[config.mk]
export PLATFORM = sky130hd
export DESIGN_NAME = por_delay_timer
export DESIGN_NICKNAME = d
export VERILOG_FILES = /design/src/rtl/por_pkg.sv /design/src/rtl/por_sync.sv /design/src/rtl/por_edge.sv /design/src/rtl/por_counter.sv /design/src/rtl/por_delay_timer.sv
export SDC_FILE = /design/constraint.sdc
export NUM_CORES = 1
export LEC_CHECK = 0
export BUFFER_PORTS_ARGS = -buffer_cell sky130_fd_sc_hd__buf_2
export CAP_MARGIN = 15
export CORE_AREA = 2 2 48 50
export CTS_CLUSTER_DIAMETER = 150
export DETAILED_ROUTE_END_ITERATION = 8
export DIE_AREA = 0 0 50 52
export PLACE_DENSITY = 0.69
export SKIP_CTS_REPAIR_TIMING = 1
export SLEW_MARGIN = 0
export SYNTH_ARGS = -nofsm -noshare
export SYNTH_HDL_FRONTEND = slang
export SYNTH_SLANG_ARGS = --single-unit
[constraint.sdc]
create_clock -name clk -period 1.25 [get_ports clk]
set_input_delay 0.125 -clock clk [delete_from_list [all_inputs] [get_ports clk]]
set_output_delay 0.125 -clock clk [all_outputs]
set_load 0.02 [all_outputs]
[src/rtl/por_pkg.sv]
package por_pkg;
  typedef enum logic [1:0] {
    ST_WAIT  = 2'd0,
    ST_COUNT = 2'd1,
    ST_RUN   = 2'd2
  } por_state_e;

  localparam int unsigned IN_PWR  = 0;
  localparam int unsigned IN_WDT  = 1;
  localparam int unsigned IN_STOP = 2;
  localparam int unsigned IN_BYP  = 3;
  localparam int unsigned IN_NUM  = 4;
endpackage

[src/rtl/por_sync.sv]
module por_sync #(
  parameter int unsigned WIDTH  = 4,
  parameter int unsigned STAGES = 2
) (
  input  logic             clk,
  input  logic             rst,
  input  logic [WIDTH-1:0] din,
  output logic [WIDTH-1:0] dout
);
  logic [WIDTH-1:0] stage_q [STAGES];

  always_ff @(posedge clk) begin
    if (rst) stage_q[0] <= '0;
    else     stage_q[0] <= din;
  end

  for (genvar s = 1; s < STAGES; s++) begin : g_stage
    always_ff @(posedge clk) begin
      if (rst) stage_q[s] <= '0;
      else     stage_q[s] <= stage_q[s-1];
    end
  end

  assign dout = stage_q[STAGES-1];
endmodule

[src/rtl/por_edge.sv]
module por_edge #(
  parameter int unsigned WIDTH = 3
) (
  input  logic             clk,
  input  logic             rst,
  input  logic [WIDTH-1:0] level,
  output logic [WIDTH-1:0] rise
);
  logic [WIDTH-1:0] prev_q;

  always_ff @(posedge clk) begin
    if (rst) prev_q <= '0;
    else     prev_q <= level;
  end

  assign rise = level & ~prev_q;

  a_r10_rise_single: assert property (@(posedge clk) disable iff (rst)
    (rise != '0) |=> ((rise & $past(rise)) == '0));
endmodule

[src/rtl/por_counter.sv]
module por_counter #(
  parameter int unsigned DELAY_CYCLES = 500
) (
  input  logic clk,
  input  logic rst,
  input  logic clear,
  input  logic en,
  output logic last
);
  localparam int unsigned CNT_W = (DELAY_CYCLES < 2) ? 1 : $clog2(DELAY_CYCLES + 1);
  localparam logic [CNT_W-1:0] LAST_VAL = CNT_W'(DELAY_CYCLES - 1);

  logic [CNT_W-1:0] cnt_q;

  assign last = en && (cnt_q == LAST_VAL);

  always_ff @(posedge clk) begin
    if (rst || clear)    cnt_q <= '0;
    else if (en && !last) cnt_q <= cnt_q + 1'b1;
  end

  a_r7_cnt_bound: assert property (@(posedge clk) disable iff (rst)
    cnt_q <= LAST_VAL);
  a_r7_clear_zeroes: assert property (@(posedge clk) disable iff (rst)
    clear |=> (cnt_q == '0));
endmodule

[src/rtl/por_delay_timer.sv]
module por_delay_timer #(
  parameter int unsigned DELAY_CYCLES = 500,
  parameter int unsigned SYNC_STAGES  = 2
) (
  input  logic clk,
  input  logic rst,
  input  logic pwr_ok,
  input  logic wdt_timeout,
  input  logic stop_recover,
  input  logic stop_delay_en,
  output logic hold_rst,
  output logic done_o
);
  import por_pkg::*;

  logic [IN_NUM-1:0] raw_in, sync_in;
  logic [2:0]        rise;
  logic              pwr_s, byp_s, pwr_rise, wdt_rise, stop_rise;
  logic              start, quick, last;
  por_state_e        state_q, state_d;
  logic              hold_q, done_q;

  assign raw_in[IN_PWR]  = pwr_ok;
  assign raw_in[IN_WDT]  = wdt_timeout;
  assign raw_in[IN_STOP] = stop_recover;
  assign raw_in[IN_BYP]  = stop_delay_en;

  por_sync #(.WIDTH(IN_NUM), .STAGES(SYNC_STAGES)) u_sync (
    .clk(clk), .rst(rst), .din(raw_in), .dout(sync_in)
  );

  por_edge #(.WIDTH(3)) u_edge (
    .clk(clk), .rst(rst), .level(sync_in[2:0]), .rise(rise)
  );

  assign pwr_s     = sync_in[IN_PWR];
  assign byp_s     = sync_in[IN_BYP];
  assign pwr_rise  = rise[IN_PWR];
  assign wdt_rise  = rise[IN_WDT];
  assign stop_rise = rise[IN_STOP];

  assign start = pwr_rise | wdt_rise | (stop_rise & byp_s);
  assign quick = stop_rise & ~byp_s & pwr_s & ~start & (state_q == ST_RUN);

  por_counter #(.DELAY_CYCLES(DELAY_CYCLES)) u_cnt (
    .clk(clk), .rst(rst),
    .clear(start || (state_q != ST_COUNT)),
    .en(state_q == ST_COUNT),
    .last(last)
  );

  always_comb begin
    state_d = state_q;
    if (!pwr_s)     state_d = ST_WAIT;
    else if (start) state_d = ST_COUNT;
    else if (state_q == ST_COUNT && last) state_d = ST_RUN;
  end

  always_ff @(posedge clk) begin
    if (rst) begin
      state_q <= ST_WAIT;
      hold_q  <= 1'b1;
      done_q  <= 1'b0;
    end else begin
      state_q <= state_d;
      hold_q  <= (state_d != ST_RUN);
      done_q  <= ((state_q == ST_COUNT) && (state_d == ST_RUN)) || quick;
    end
  end

  assign hold_rst = hold_q | ~pwr_ok;
  assign done_o   = done_q;

  a_r9_done_single: assert property (@(posedge clk) disable iff (rst)
    done_q |=> !done_q);
  a_r9_done_released: assert property (@(posedge clk) disable iff (rst)
    done_q |-> !hold_q);
  a_r8_hold_on_loss: assert property (@(posedge clk) disable iff (rst)
    !pwr_ok |-> hold_rst);
  a_r8_sync_low_holds: assert property (@(posedge clk) disable iff (rst)
    !pwr_s |=> (hold_q && !done_q));
  a_r2_release_with_done: assert property (@(posedge clk) disable iff (rst)
    $fell(hold_q) |-> done_q);
  a_r5_bypass_no_hold: assert property (@(posedge clk) disable iff (rst)
    quick |=> (!hold_q && done_q));
endmodule

# After elaboration in Yosys (flattened, before gate mapping)

Memories as Yosys holds them, arrays and structs flattened.
Index checks and enable logic that the tools add are counted.

Bits in read-only memories: 0
Register bits after elaboration: 16
Memories kept: 1
Bits of input ports: 6
Output and inout bits: 2
Memory bits (writable): 8
Latch bits: 0

Div/mod/pow operators: 0
Add/sub/neg operators: 1
Reduce and logical (&&, ||, !) cells: 8
$lt $le $gt $ge: 0
Equality and inequality tests: 6
Multipliers: 0
Bitwise logic cells: 15
Muxes and demuxes: 8
Shift operators: 0

Memories:

| memory         | words | width | rd ports | clocked after memory_dff | write ports | line           | RTL |
|---|---|---|---|---|---|---|---|
| u_sync.stage_q | 2     | 4     | 2        | 0                        | 2           | por_sync.sv:10 | `logic [WIDTH-1:0] stage_q [STAGES];` |

Operator list:

| kind                | count |
|---|---|
| $add 9x1->9 const B | 1 |
| $eq 9x9->1 const B  | 1 |
| $mux 4              | 2 |
| $mux 2              | 3 |
| $and 1x1->1         | 5 |
| $or 1x1->1          | 5 |
| $eq 2x2->1 const B  | 2 |
| $logic_and 1x1->1   | 4 |
| $and 3x3->3         | 1 |
| $logic_or 1x1->1    | 3 |
| $mux 1              | 3 |
| $not 1->1           | 3 |
| $not 3->3           | 1 |
| $eq 2x1->1 const B  | 1 |
| $ne 2x1->1 const B  | 1 |
| $ne 2x2->1 const B  | 1 |
| $logic_not 1->1     | 1 |

# Depth between registers and ports, before layout

Gate-level depths: netlist of run 1.

Word-level depth: 9
Gate-level depth with buffers: 4
Gate-level depth less buffers: 4

# Hierarchy

A second synthesis of run 1 with hierarchy kept.

Cell total of the unflattened synthesis: 99
Area total of the unflattened synthesis: 948.4 um2

By module, submodules not included:

| module          | area an instance (um2) | sequential area each (um2) | instances | cells each |
|---|---|---|---|---|
| por_counter     | 454.2                  | 180.2                      | 1         | 53 |
| por_sync        | 210.2                  | 160.2                      | 1         | 16 |
| por_delay_timer | 178.9                  | 80.1                       | 1         | 21 |
| por_edge        | 105.1                  | 60.1                       | 1         | 9 |

# Worst setup path after synthesis of run 1

OpenSTA, ideal clock, no wires.

Path kind: reg-to-reg
Start: register state_q[1]
End: register u_cnt.cnt_q[5]
Data required time: 1.176 ns
Path buffers: 1
Cell stages (with the launch flop): 5
Setup slack: -0.089 ns
Clock period less this slack: 1.339 ns
Library setup time: 0.074 ns
Arrival: 1.265 ns
Cell sequence: dfxtp_1 buf_6 nand3b_2 or4_1 a21oi_1

Word-level cells in the longest chain between the ends: 4

RTL lines:

| what                     | line                  | RTL |
|---|---|---|
| start: declaration       | por_delay_timer.sv:20 | `por_state_e state_q, state_d;` |
| start signal: assignment | por_delay_timer.sv:65 | `state_q <= state_d;` |
| $eq 2x1->1               | por_delay_timer.sv:48 | `.en(state_q == ST_COUNT),` |
| $logic_and 1x1->1        | por_counter.sv:15     | `assign last = en && (cnt_q == LAST_VAL);` |
| $logic_not 1->1          | por_counter.sv:19     | `else if (en && !last) cnt_q <= cnt_q + 1'b1;` |
| $logic_and 1x1->1        | por_counter.sv:19     |  |
| end signal: assignment   | por_counter.sv:19     |  |
| end: declaration         | por_counter.sv:13     | `logic [CNT_W-1:0] cnt_q;` |

Several ways; a longest one is shown, not always the timed one.
A chain may end at the register's enable or synchronous reset.

# Worst setup path in the final report of run 1

Start: register u_cnt.cnt_q[0]
End: register u_cnt.cnt_q[1]

Word-level cells in the longest chain between the ends: 4

RTL lines:

| what |
|---|
| parallel branches: the longest is 4 deep, another holds $add 9x1->9 |

Parallel ways; which one is timed is not known.

==> results of run 1 <==
-- state kept, by name (all words and copies together), names as in the netlist --
name            flops
u_cnt.cnt_q         9
u_sync.stage_q      8
u_edge.prev_q       3
state_q             2
done_o              1
hold_q              1
-- synth_stat cells, types with 2 or more instances --
| cell | n |
|---|---|
| dfxtp_1 | 24 |
| nor2b_1 | 12 |
| nand2_1 | 6 |
| nand4_1 | 7 |
| clkbuf_1 | 2 |
| o21ai_1 | 2 |
| or4_1 | 4 |
| a21oi_1 | 8 |
| nand2b_1 | 4 |
| and4bb_1 | 3 |
| nand3b_2 | 2 |
| mux2i_1 | 2 |
| o31ai_1 | 4 |
| or3_1 | 2 |
| o211a_1 | 2 |
-- worst paths after layout --
path | from | endpoint | cells after the start
worst max-delay path | u_cnt.cnt_q[0]$_SDFFE_PP0P_ | u_cnt.cnt_q[1]$_SDFFE_PP0P_ | 5
worst min-delay path | wdt_timeout | u_sync.stage_q[0][1]$_SDFF_PP0_ | 2
worst max register to register | u_cnt.cnt_q[0]$_SDFFE_PP0P_ | u_cnt.cnt_q[1]$_SDFFE_PP0P_ | 5
worst min register to register | u_sync.stage_q[0][3]$_SDFF_PP0_ | u_sync.stage_q[1][3]$_SDFF_PP0_ | 1
-- worst reg2reg max path, cell delays in order, from the launching register on --
cell      delay, ps
dfxtp_2         360
ha_4            170
and4bb_2        250
buf_4           150
a21oi_4         160
mux2i_1         190
-- metal layers --
layer,GRT usage [%],routed length (µm),part of all wire (%),vias to the layer above
li1,-,-,-,415
met4,8.333,40,1.9,0
met3,2.586,43,2.1,5
met5,0,0,0,-
met1,19.96,919,44,410
met2,28.07,1079,52,9
-- layout make-up --
| cell class | count | area [µm²] |
|---|---|---|
| clock buffer | 3 | 22.52 |
| fill | 181 | 804.5 |
| inverter | 1 | 3.754 |
| multi-input combinational | 70 | 591.8 |
| sequential | 24 | 496.7 |
| tap | 28 | 35.03 |
| timing repair buffer | 21 | 151.4 |
-- cells by family (layout without fill, tap and decap cells) --
logic type / Yosys count / after routing / synth area share, %
AND/OR/NAND/NOR: 48 / 48 / 34.25
flip-flops: 24 / 24 / 48.00
AO/OA/AOI/OAI: 19 / 19 / 12.25
buffers and inverters: 4 / 25 / 2.250
multiplexers: 2 / 2 / 2.000
adder cells (fa/ha/maj): 1 / 1 / 1.250
-- report_power, final --
part / total (mW) / switching [mW] / internal, mW
combinational: 0.0454 / 0.0233 / 0.0222
sequential: 0.780 / 0.00544 / 0.775
clock: 0.323 / 0.210 / 0.113
total: 1.15 / 0.239 / 0.910
-- stage by stage --
stage	setup slack, ps	util (%)	cells
2_1_floorplan	5.418	-	98
3_3_place_gp	-37.42	55.85	142
3_5_place_dp	-78.47	55.85	142
4_1_cts	-115.8	56.92	145
5_1_grt	-132.4	61.79	147
6_report	-87.43	61.79	147
==> run metrics, run 1 <==
outcome complete, but fails checks; failing checks negative setup slack; crit-path max FO 3; share of the synthesized area in the top cell type ~48%; number of global-route vias before repair 741; wire per inst 14.16 µm; setup violators final 9; CP peak stage delay approximately 360 ps; Final Hold Viols 0; post-route setup TNS -467.7 ps; worst hold path type primary input to flop; die area 2600 µm²; Worst setup SP type flop; Placed Area 1176 µm²; Slew Limit Fails 0; Worst EP required around 1500 ps; die width 50 µm; Total Nets Final 128; clk root buf clkbuf_4; Seq cells post-synth 24; commonest cells after routing, fill and taps aside 15 x dfxtp_1, 12 x nor2b_1, 11 x buf_4; post-DP HPWL 1.333 mm; n_diodes 0; fin worst setup slack -87.43 ps; worst slew pin tran 356.6 ps; Final ANT Viol Nets 0; worst-path cell chain ha_4 -> and4bb_2 -> buf_4 -> a21oi_4 -> mux2i_1; Pwr per Cell Area 882.9 nW/µm²; WP buf/inv 1; WHS 12.59 ps; max-capacitance violation count 0; GRT Residual Overflow 0; relative slew slack 76.18%; Synth Warn # 0; final instance area 1301 µm²; internal reg-to-reg setup slack -90 ps; biggest area consumer among synthesized cells dfxtp_1; unrepaired setup endpoints after global routing yes; IO Count 8; crit path capture type flop; share of cells above drive strength 1 41.18%; post-synthesis instance area 1001 µm²; Synth area leaders dfxtp_1 48%, nor2b_1 7.5%, nand4_1 4.4%; latest clock arrival within the worst-skew pair 310 ps; ys async rst share 0%; # DRC 0; H-tree depth 1; area growth from synthesis to layout 30.00%; total power 1.149 mW; minimum clock period approximately 1300 ps; CTS tree yes; DR vias 839; global-route wire length before repair 3.222 mm; vias per cell around 5.7; initial DRC count 25; Max Clk Rate 747.7 MHz; initial antenna violation count 0; post-synth cell types 29; GPL Wtd Cong 0.8055; Leak 0.5458 nW; family with the most delay on the worst path flip-flops; predominant post-synthesis flop cell dfxtp_1; Detailed Routing Iterations Pass 1 4; largest net degree at the start of global routing 13; syn_area_per_cell 10.21 µm²; Mapped Nets 105; I/O Buffers 7; Core Rows 17; Placeable Area 2106 µm²; Num CTS Buffers 3; VDD IR-drop max 0.7278 mV; Gate Count Post-Synth 98; Worst-path clk slew 120 ps; TritonCTS sink count 24; sequential share of the synthesized area approximately 48%; height of the die about 52 µm; maximum buffer depth of the clock tree 2; Crit-path slowest cell dfxtp_2; CP Class flop to flop; Worst Skew 6.879 ps; gr usage total 16.45%; crit share post-route 107.0%; Worst Path Arrival 1580 ps; number of synthesized flops with an enable pin 0; most common cell after layout, fill and taps aside dfxtp_1; Starting Density 47.53%; total routed wirelength 2.082 mm
(Power assumes the default switching activity.)
==> inputs of run 2 (changes only) <==
--- a/config.mk
+++ b/config.mk
@@ -5,15 +5,17 @@
 export SDC_FILE = /design/constraint.sdc
 export NUM_CORES = 1
 export LEC_CHECK = 0
+export ABC_AREA = 1
 export BUFFER_PORTS_ARGS = -buffer_cell sky130_fd_sc_hd__buf_2
 export CAP_MARGIN = 15
 export CORE_AREA = 2 2 48 50
 export CTS_CLUSTER_DIAMETER = 150
 export DETAILED_ROUTE_END_ITERATION = 8
 export DIE_AREA = 0 0 50 52
-export PLACE_DENSITY = 0.69
+export PLACE_DENSITY = 0.71
 export SKIP_CTS_REPAIR_TIMING = 1
 export SLEW_MARGIN = 0
 export SYNTH_ARGS = -nofsm -noshare
 export SYNTH_HDL_FRONTEND = slang
+export SYNTH_HIERARCHICAL = 1
 export SYNTH_SLANG_ARGS = --single-unit
==> constraint.sdc (replaced) <==
create_clock -name clk -period 1.2 [get_ports clk]
set_input_delay 0.12 -clock clk [delete_from_list [all_inputs] [get_ports clk]]
set_output_delay 0.12 -clock clk [all_outputs]
set_load 0.02 [all_outputs]
==> run metrics, run 2 <==
Mapped Nets 149 (+42%); GRT Residual Overflow 0 (unchanged); final core occ 63.81% (+2.0 points); crit share post-route 106.2% (-0.82 points); WHS -3.912 ps (-16.50 ps); crit-path max FO 5 (+2); post-synthesis mux area share 0% (-2.0 points); Core Rows 17 (unchanged); Final Hold Viols 1 (+1); Starting Density 48.90% (+1.4 points); VDD IR-drop max 0.7207 mV (-0.98%); worst-path cell chain ha_4 -> nand2_4 -> nor2_4 -> nand2_4 -> nor2_4 -> a21oi_2 -> nor2_1 -> nor2_1; global-route wire length before repair 3.422 mm (+6.2%); TritonCTS sink count 24 (unchanged); Crit-path slowest cell dfxtp_4; internal reg-to-reg setup slack -70 ps (about the same); most common cell after layout, fill and taps aside inv_1; total routed wirelength 2.019 mm (-3.0%); NetSw 0.2718 mW (+14%); total power 1.445 mW (+26%); P_int 1.174 mW (+29%); post-synth cell types 19 (-34%); # DRC 0 (unchanged); post-synthesis adder-cell area fraction 2.430% (+1.2 points); post-synthesis instance area 1030 µm² (+2.9%); commonest cells after routing, fill and taps aside 25 x inv_1, 22 x nor2_1, 21 x nand2_1, 19 x dfxtp_1, 11 x buf_4; CTS tree yes; share of cells above drive strength 1 32.93% (-8.2 points); Final ANT Viol Nets 0 (unchanged); Total Nets Final 173 (+35%); Placed Area 1171 µm² (-0.43%); vias per cell 4.573 (-20%); Worst setup SP type flop; Regs by FF count u_cnt/cnt_q (9), u_sync/stage_q (8), u_edge/prev_q (3); crit path capture type flop; max reg flops 9 (unchanged); maximum buffer depth of the clock tree 2 (unchanged); sequential share of the synthesized area 46.66% (-1.3 points); complex-gate fraction of the synthesized area 6.683% (-5.6 points); die area 2600 µm² (unchanged); Seq cells post-synth 24 (unchanged); height of the die 52 µm (unchanged); gr usage total 17.26% (+0.81 points); worst slew pin tran 239.7 ps (-116.9 ps); DR vias 878 (+4.6%); post-synthesis xor/xnor area fraction 1.701% (+1.7 points); initial DRC count 14 (-44%); Max Clk Rate 784.9 MHz (+5.0%); initial antenna violation count 0 (unchanged); Worst Skew 9.554 ps (+2.674 ps); share of the synthesized area in the top cell type 46.66% (-1.3 points); unrepaired setup endpoints after global routing yes; Synth area leaders dfxtp_1 47%, inv_1 9.8%, nor2_1 9.8%; Clock power frac 39.7% (+12 points); GPL Wtd Cong 0.8731 (+8.4%); wire per inst 10.52 µm (-26%); Gate Count Post-Synth 141 (+44%); worst hold path type primary input to flop; CP Class flop to flop; family with the most delay on the worst path simple AND/OR/NAND/NOR gates; WP buf/inv 0 (-1); relative slew slack 84.02% (+7.8 points); latest clock arrival within the worst-skew pair 310 ps (about the same); post-route setup TNS -270.9 ps (+196.8 ps); biggest area consumer among synthesized cells dfxtp_1; clk root buf clkbuf_4; Pwr per Cell Area 1076 nW/µm² (+22%); setup violators final 6 (-3); largest family of logic cells by synthesized area simple AND/OR/NAND/NOR gates; n_diodes 0 (unchanged); minimum clock period 1274 ps (-63.33 ps); die width 50 µm (unchanged); IO Count 8 (unchanged); CP peak stage delay 400 ps (+40 ps); Worst-path clk slew 130 ps (about the same); Num CTS Buffers 3 (unchanged); largest net degree at the start of global routing 15 (+2); syn_area_per_cell 7.303 µm² (-28%); Placeable Area 2106 µm² (unchanged); Worst Path Arrival 1500 ps (-80 ps); max-capacitance violation count 0 (unchanged); fin worst setup slack -74.10 ps (+13.33 ps); area growth from synthesis to layout 30.50%; ys async rst share 0% (unchanged); Worst EP required 1430 ps (-70 ps); number of global-route vias before repair 871 (+18%); Slew Limit Fails 0 (unchanged); H-tree depth 1 (unchanged); Sw Ratio 18.80% (-2.0 points); post-DP HPWL 1.436 mm (+7.7%); Reg power frac 56.2% (-12 points); Leak 0.5714 nW (+4.7%); Detailed Routing Iterations Pass 1 4 (unchanged); number of synthesized flops with an enable pin 0 (unchanged); I/O Buffers 7 (unchanged); predominant post-synthesis flop cell dfxtp_1; Synth Area in Simple Gates 31.23% (-3.0 points); Synth Warn # 6 (+6); failing checks negative hold slack, negative setup slack; Combinational Power Share 4.1% (about the same); final instance area 1344 µm² (+3.3%); outcome complete, but fails checks; Synth top cells by count 27 x inv_1, 27 x nor2_1, 24 x dfxtp_1, 23 x nand2_1; Top reg by flops u_cnt/cnt_q
[run 2: path summary, 6_finish.rpt]
kind / startpoint / end / depth (start not counted)
worst min register to register: u_sync/stage_q[0][2]$_SDFF_PP0_ / u_sync/stage_q[1][2]$_SDFF_PP0_ / 2
worst max-delay path: u_cnt/cnt_q[1]$_SDFFE_PP0P_ / state_q[0]$_SDFF_PP0_ / 8
worst min-delay path: stop_delay_en / u_sync/stage_q[0][3]$_SDFF_PP0_ / 3
worst max register to register: u_cnt/cnt_q[1]$_SDFFE_PP0P_ / state_q[0]$_SDFF_PP0_ / 8
[run 2: final cells by class]
| class | count | area (µm²) |
|---|---|---|
| Fill cell | 184 | 762.0 |
| Multi-Input combinational cell | 88 | 521.8 |
| Sequential cell | 24 | 491.7 |
| Timing Repair Buffer | 20 | 137.6 |
| Inverter | 28 | 105.1 |
| Tap cell | 28 | 35.03 |
| Clock inverter | 1 | 30.03 |
| Clock buffer | 3 | 22.52 |
[run 2: kinds of logic after synthesis]
family                   after synthesis
adder cells (fa/ha/maj)                2
flip-flops                            24
AO/OA/AOI/OAI                         13
XOR/XNOR                               2
buffers and inverters                 29
AND/OR/NAND/NOR                       71
[run 2: tightest hold or removal path, stage by stage]
cell and delay (ps):
buf_2 100, inv_1 40, nor2_1 30
[run 2: metal layers]
layer | share of wire (%) | global-route usage (%) | up-vias
met2 | 52 | 29.61 | 5
met3 | 1.6 | 3.448 | 2
met4 | 0.84 | 7.870 | 0
li1 | - | - | 476
met5 | 0 | 0 | -
met1 | 46 | 20.76 | 395
[run 2: stage by stage]
step | hold WS (ps) | instances | worst slack (ps)
6_report | -3.912 | 192 | -74.10
3_5_place_dp | 328.0 | 183 | -72.91
4_1_cts | -13.49 | 187 | -93.55
5_1_grt | 12.17 | 192 | -141.4
3_3_place_gp | 323.9 | 183 | -20.74
2_1_floorplan | 192.4 | 141 | 8.798
[run 2: power groups by stage]
stage	combinational, mW	clock (mW)	sequential [mW]
floorplan	0.0317	0	0.833
detailed placement	0.0506	0	0.834
CTS	0.0510	0.596	0.817
global route	0.0685	0.616	0.814
global placement	0.0489	0	0.834
finish	0.0596	0.573	0.813
==> inputs of run 3 (changes only) <==
--- a/config.mk
+++ b/config.mk
@@ -19,3 +19,4 @@
 export SYNTH_HDL_FRONTEND = slang
 export SYNTH_HIERARCHICAL = 1
 export SYNTH_SLANG_ARGS = --single-unit
+export TNS_END_PERCENT = 30
==> run metrics, run 3 (same netlist as run 2, synthesis figures left out) <==
Worst Skew 5.577 ps (-3.976 ps); die width 50 µm (unchanged); placed insts 183 (unchanged); H-tree depth 1 (unchanged); maximum buffer depth of the clock tree 2 (unchanged); global-route wire length before repair 3.422 mm (unchanged); initial DRC count 6 (-8); Total Nets Final 172 (-0.58%); # DRC 0 (unchanged); Worst setup SP type flop; Critical R2R Launch u_cnt/cnt_q[1]$_SDFFE_PP0P_; latest clock arrival within the worst-skew pair 310 ps (about the same); Leak 0.5640 nW (-1.3%); GRT Residual Overflow 0 (unchanged); clk root buf clkbuf_4; minimum clock period 1277 ps (+2.422 ps); height of the die 52 µm (unchanged); Starting Density 48.90% (unchanged); Worst EP required 1420 ps (about the same); commonest cells after routing, fill and taps aside 26 x inv_1, 25 x nor2_1, 22 x nand2_1, 21 x dfxtp_1, 10 x buf_4; WHS -0.4676 ps (+3.445 ps); VDD IR-drop max 0.7207 mV (about the same); most common cell after layout, fill and taps aside inv_1; gr usage total 17.26% (unchanged); n_diodes 0 (unchanged); CTS tree yes; Placeable Area 2106 µm² (unchanged); area growth from synthesis to layout 26.85%; GPL Wtd Cong 0.8731 (unchanged); fin cells 191 (-0.52%); unrepaired setup endpoints after global routing yes; crit-path max FO 5 (unchanged); post-route setup TNS -266.0 ps (+4.897 ps); total routed wirelength 1.914 mm (-5.2%); Setup WS pre-CTS -72.91 ps (unchanged); Num CTS Buffers 3 (unchanged); outcome complete, but fails checks; IO Count 8 (unchanged); internal reg-to-reg setup slack -80 ps (about the same); hold path startpoint stop_delay_en; largest net degree at the start of global routing 15 (unchanged); crit share post-route 106.4% (+0.20 points); initial antenna violation count 0 (unchanged); TritonCTS sink count 24 (unchanged); Slew Limit Fails 0 (unchanged); R2R depth 8 (unchanged); Worst-path clk slew 130 ps (about the same); Top reg by flops u_cnt/cnt_q; worst hold path type primary input to flop; vias per cell 4.492 (-1.8%); Final ANT Viol Nets 0 (unchanged); Worst R2R End state_q[0]$_SDFF_PP0_; hold path depth 3 (unchanged); crit path capture type flop; max reg flops 9 (unchanged); die area 2600 µm² (unchanged); Worst Path Arrival 1500 ps (about the same); Regs by FF count u_cnt/cnt_q (9), u_sync/stage_q (8), u_edge/prev_q (3); fin worst setup slack -76.52 ps (-2.422 ps); wire per inst 10.02 µm (-4.7%); share of cells above drive strength 1 26.38% (-6.5 points); Final Hold Viols 1 (unchanged); max-capacitance violation count 0 (unchanged); CP Class flop to flop; post-DP HPWL 1.436 mm (unchanged); Max Clk Rate 783.4 MHz (-0.19%); failing checks negative hold slack, negative setup slack; Pwr per Cell Area 1099 nW/µm² (+2.1%); worst slew pin tran 248.2 ps (+8.538 ps); Detailed Routing Iterations Pass 1 5 (+1); I/O Buffers 7 (unchanged); hold path endpoint u_sync/stage_q[0][3]$_SDFF_PP0_; number of global-route vias before repair 871 (unchanged); relative slew slack 83.45% (-0.57 points); setup violators final 5 (-1); Core Rows 17 (unchanged); DR vias 858 (-2.3%)
-- run 3: worst max-delay path: stages (launching register included) --
cell,delay (ps)
dfxtp_4,390
ha_4,150
nand2_4,50
nor2_4,140
nand2_4,90
nor2_4,140
a21oi_2,70
nor2_1,100
nor2_1,50
-- run 3: layout make-up --
type                            instances  area, µm²
Clock inverter                          1      30.03
Inverter                               28      105.1
Fill cell                             193      799.5
Timing Repair Buffer                   19      130.1
Clock buffer                            3      22.52
Multi-Input combinational cell         88      494.2
Sequential cell                        24      489.2
Tap cell                               28      35.03
-- run 3: worst max-delay path by stage --
stage                                      startpoint               endpoint  slack [ps]
after floorplan           u_cnt/cnt_q[0]$_SDFFE_PP0P_  state_q[0]$_SDFF_PP0_           9
after global placement    u_cnt/cnt_q[0]$_SDFFE_PP0P_  state_q[0]$_SDFF_PP0_         -20
after detailed placement  u_cnt/cnt_q[1]$_SDFFE_PP0P_      hold_q$_SDFF_PP1_         -70
after CTS                 u_cnt/cnt_q[0]$_SDFFE_PP0P_      hold_q$_SDFF_PP1_         -90
after global routing      u_cnt/cnt_q[1]$_SDFFE_PP0P_      hold_q$_SDFF_PP1_        -140
final                     u_cnt/cnt_q[1]$_SDFFE_PP0P_  state_q[0]$_SDFF_PP0_         -80
-- run 3: per-stage QoR --
step | total power [mW] | hold WS (ps) | utilization, % | instance area, µm²
after floorplan | 0.8649 | 192.4 | - | 1052
after global placement | 0.8828 | 323.9 | 55.62 | 1171
after detailed placement | 0.8850 | 328.0 | 55.62 | 1171
after CTS | 1.464 | -13.49 | 58.11 | 1224
after global routing | 1.494 | 12.38 | 62.03 | 1306
final | 1.435 | -0.4676 | 62.03 | 1306
-- run 3: metal layers --
layer	part of all wire, %	track usage (%)	vias up
met5	0	0	-
met4	0.89	7.870	0
met3	1.8	3.448	2
met2	51	29.61	7
met1	46	20.76	378
li1	-	-	471
-- run 3: report_power, final --
group | leakage, nW | internal (mW) | total, mW | switching [mW]
registers | 0.197 | 0.808 | 0.812 | 0.00413
clock network | 0.0279 | 0.337 | 0.568 | 0.231
logic | 0.339 | 0.0259 | 0.0554 | 0.0295
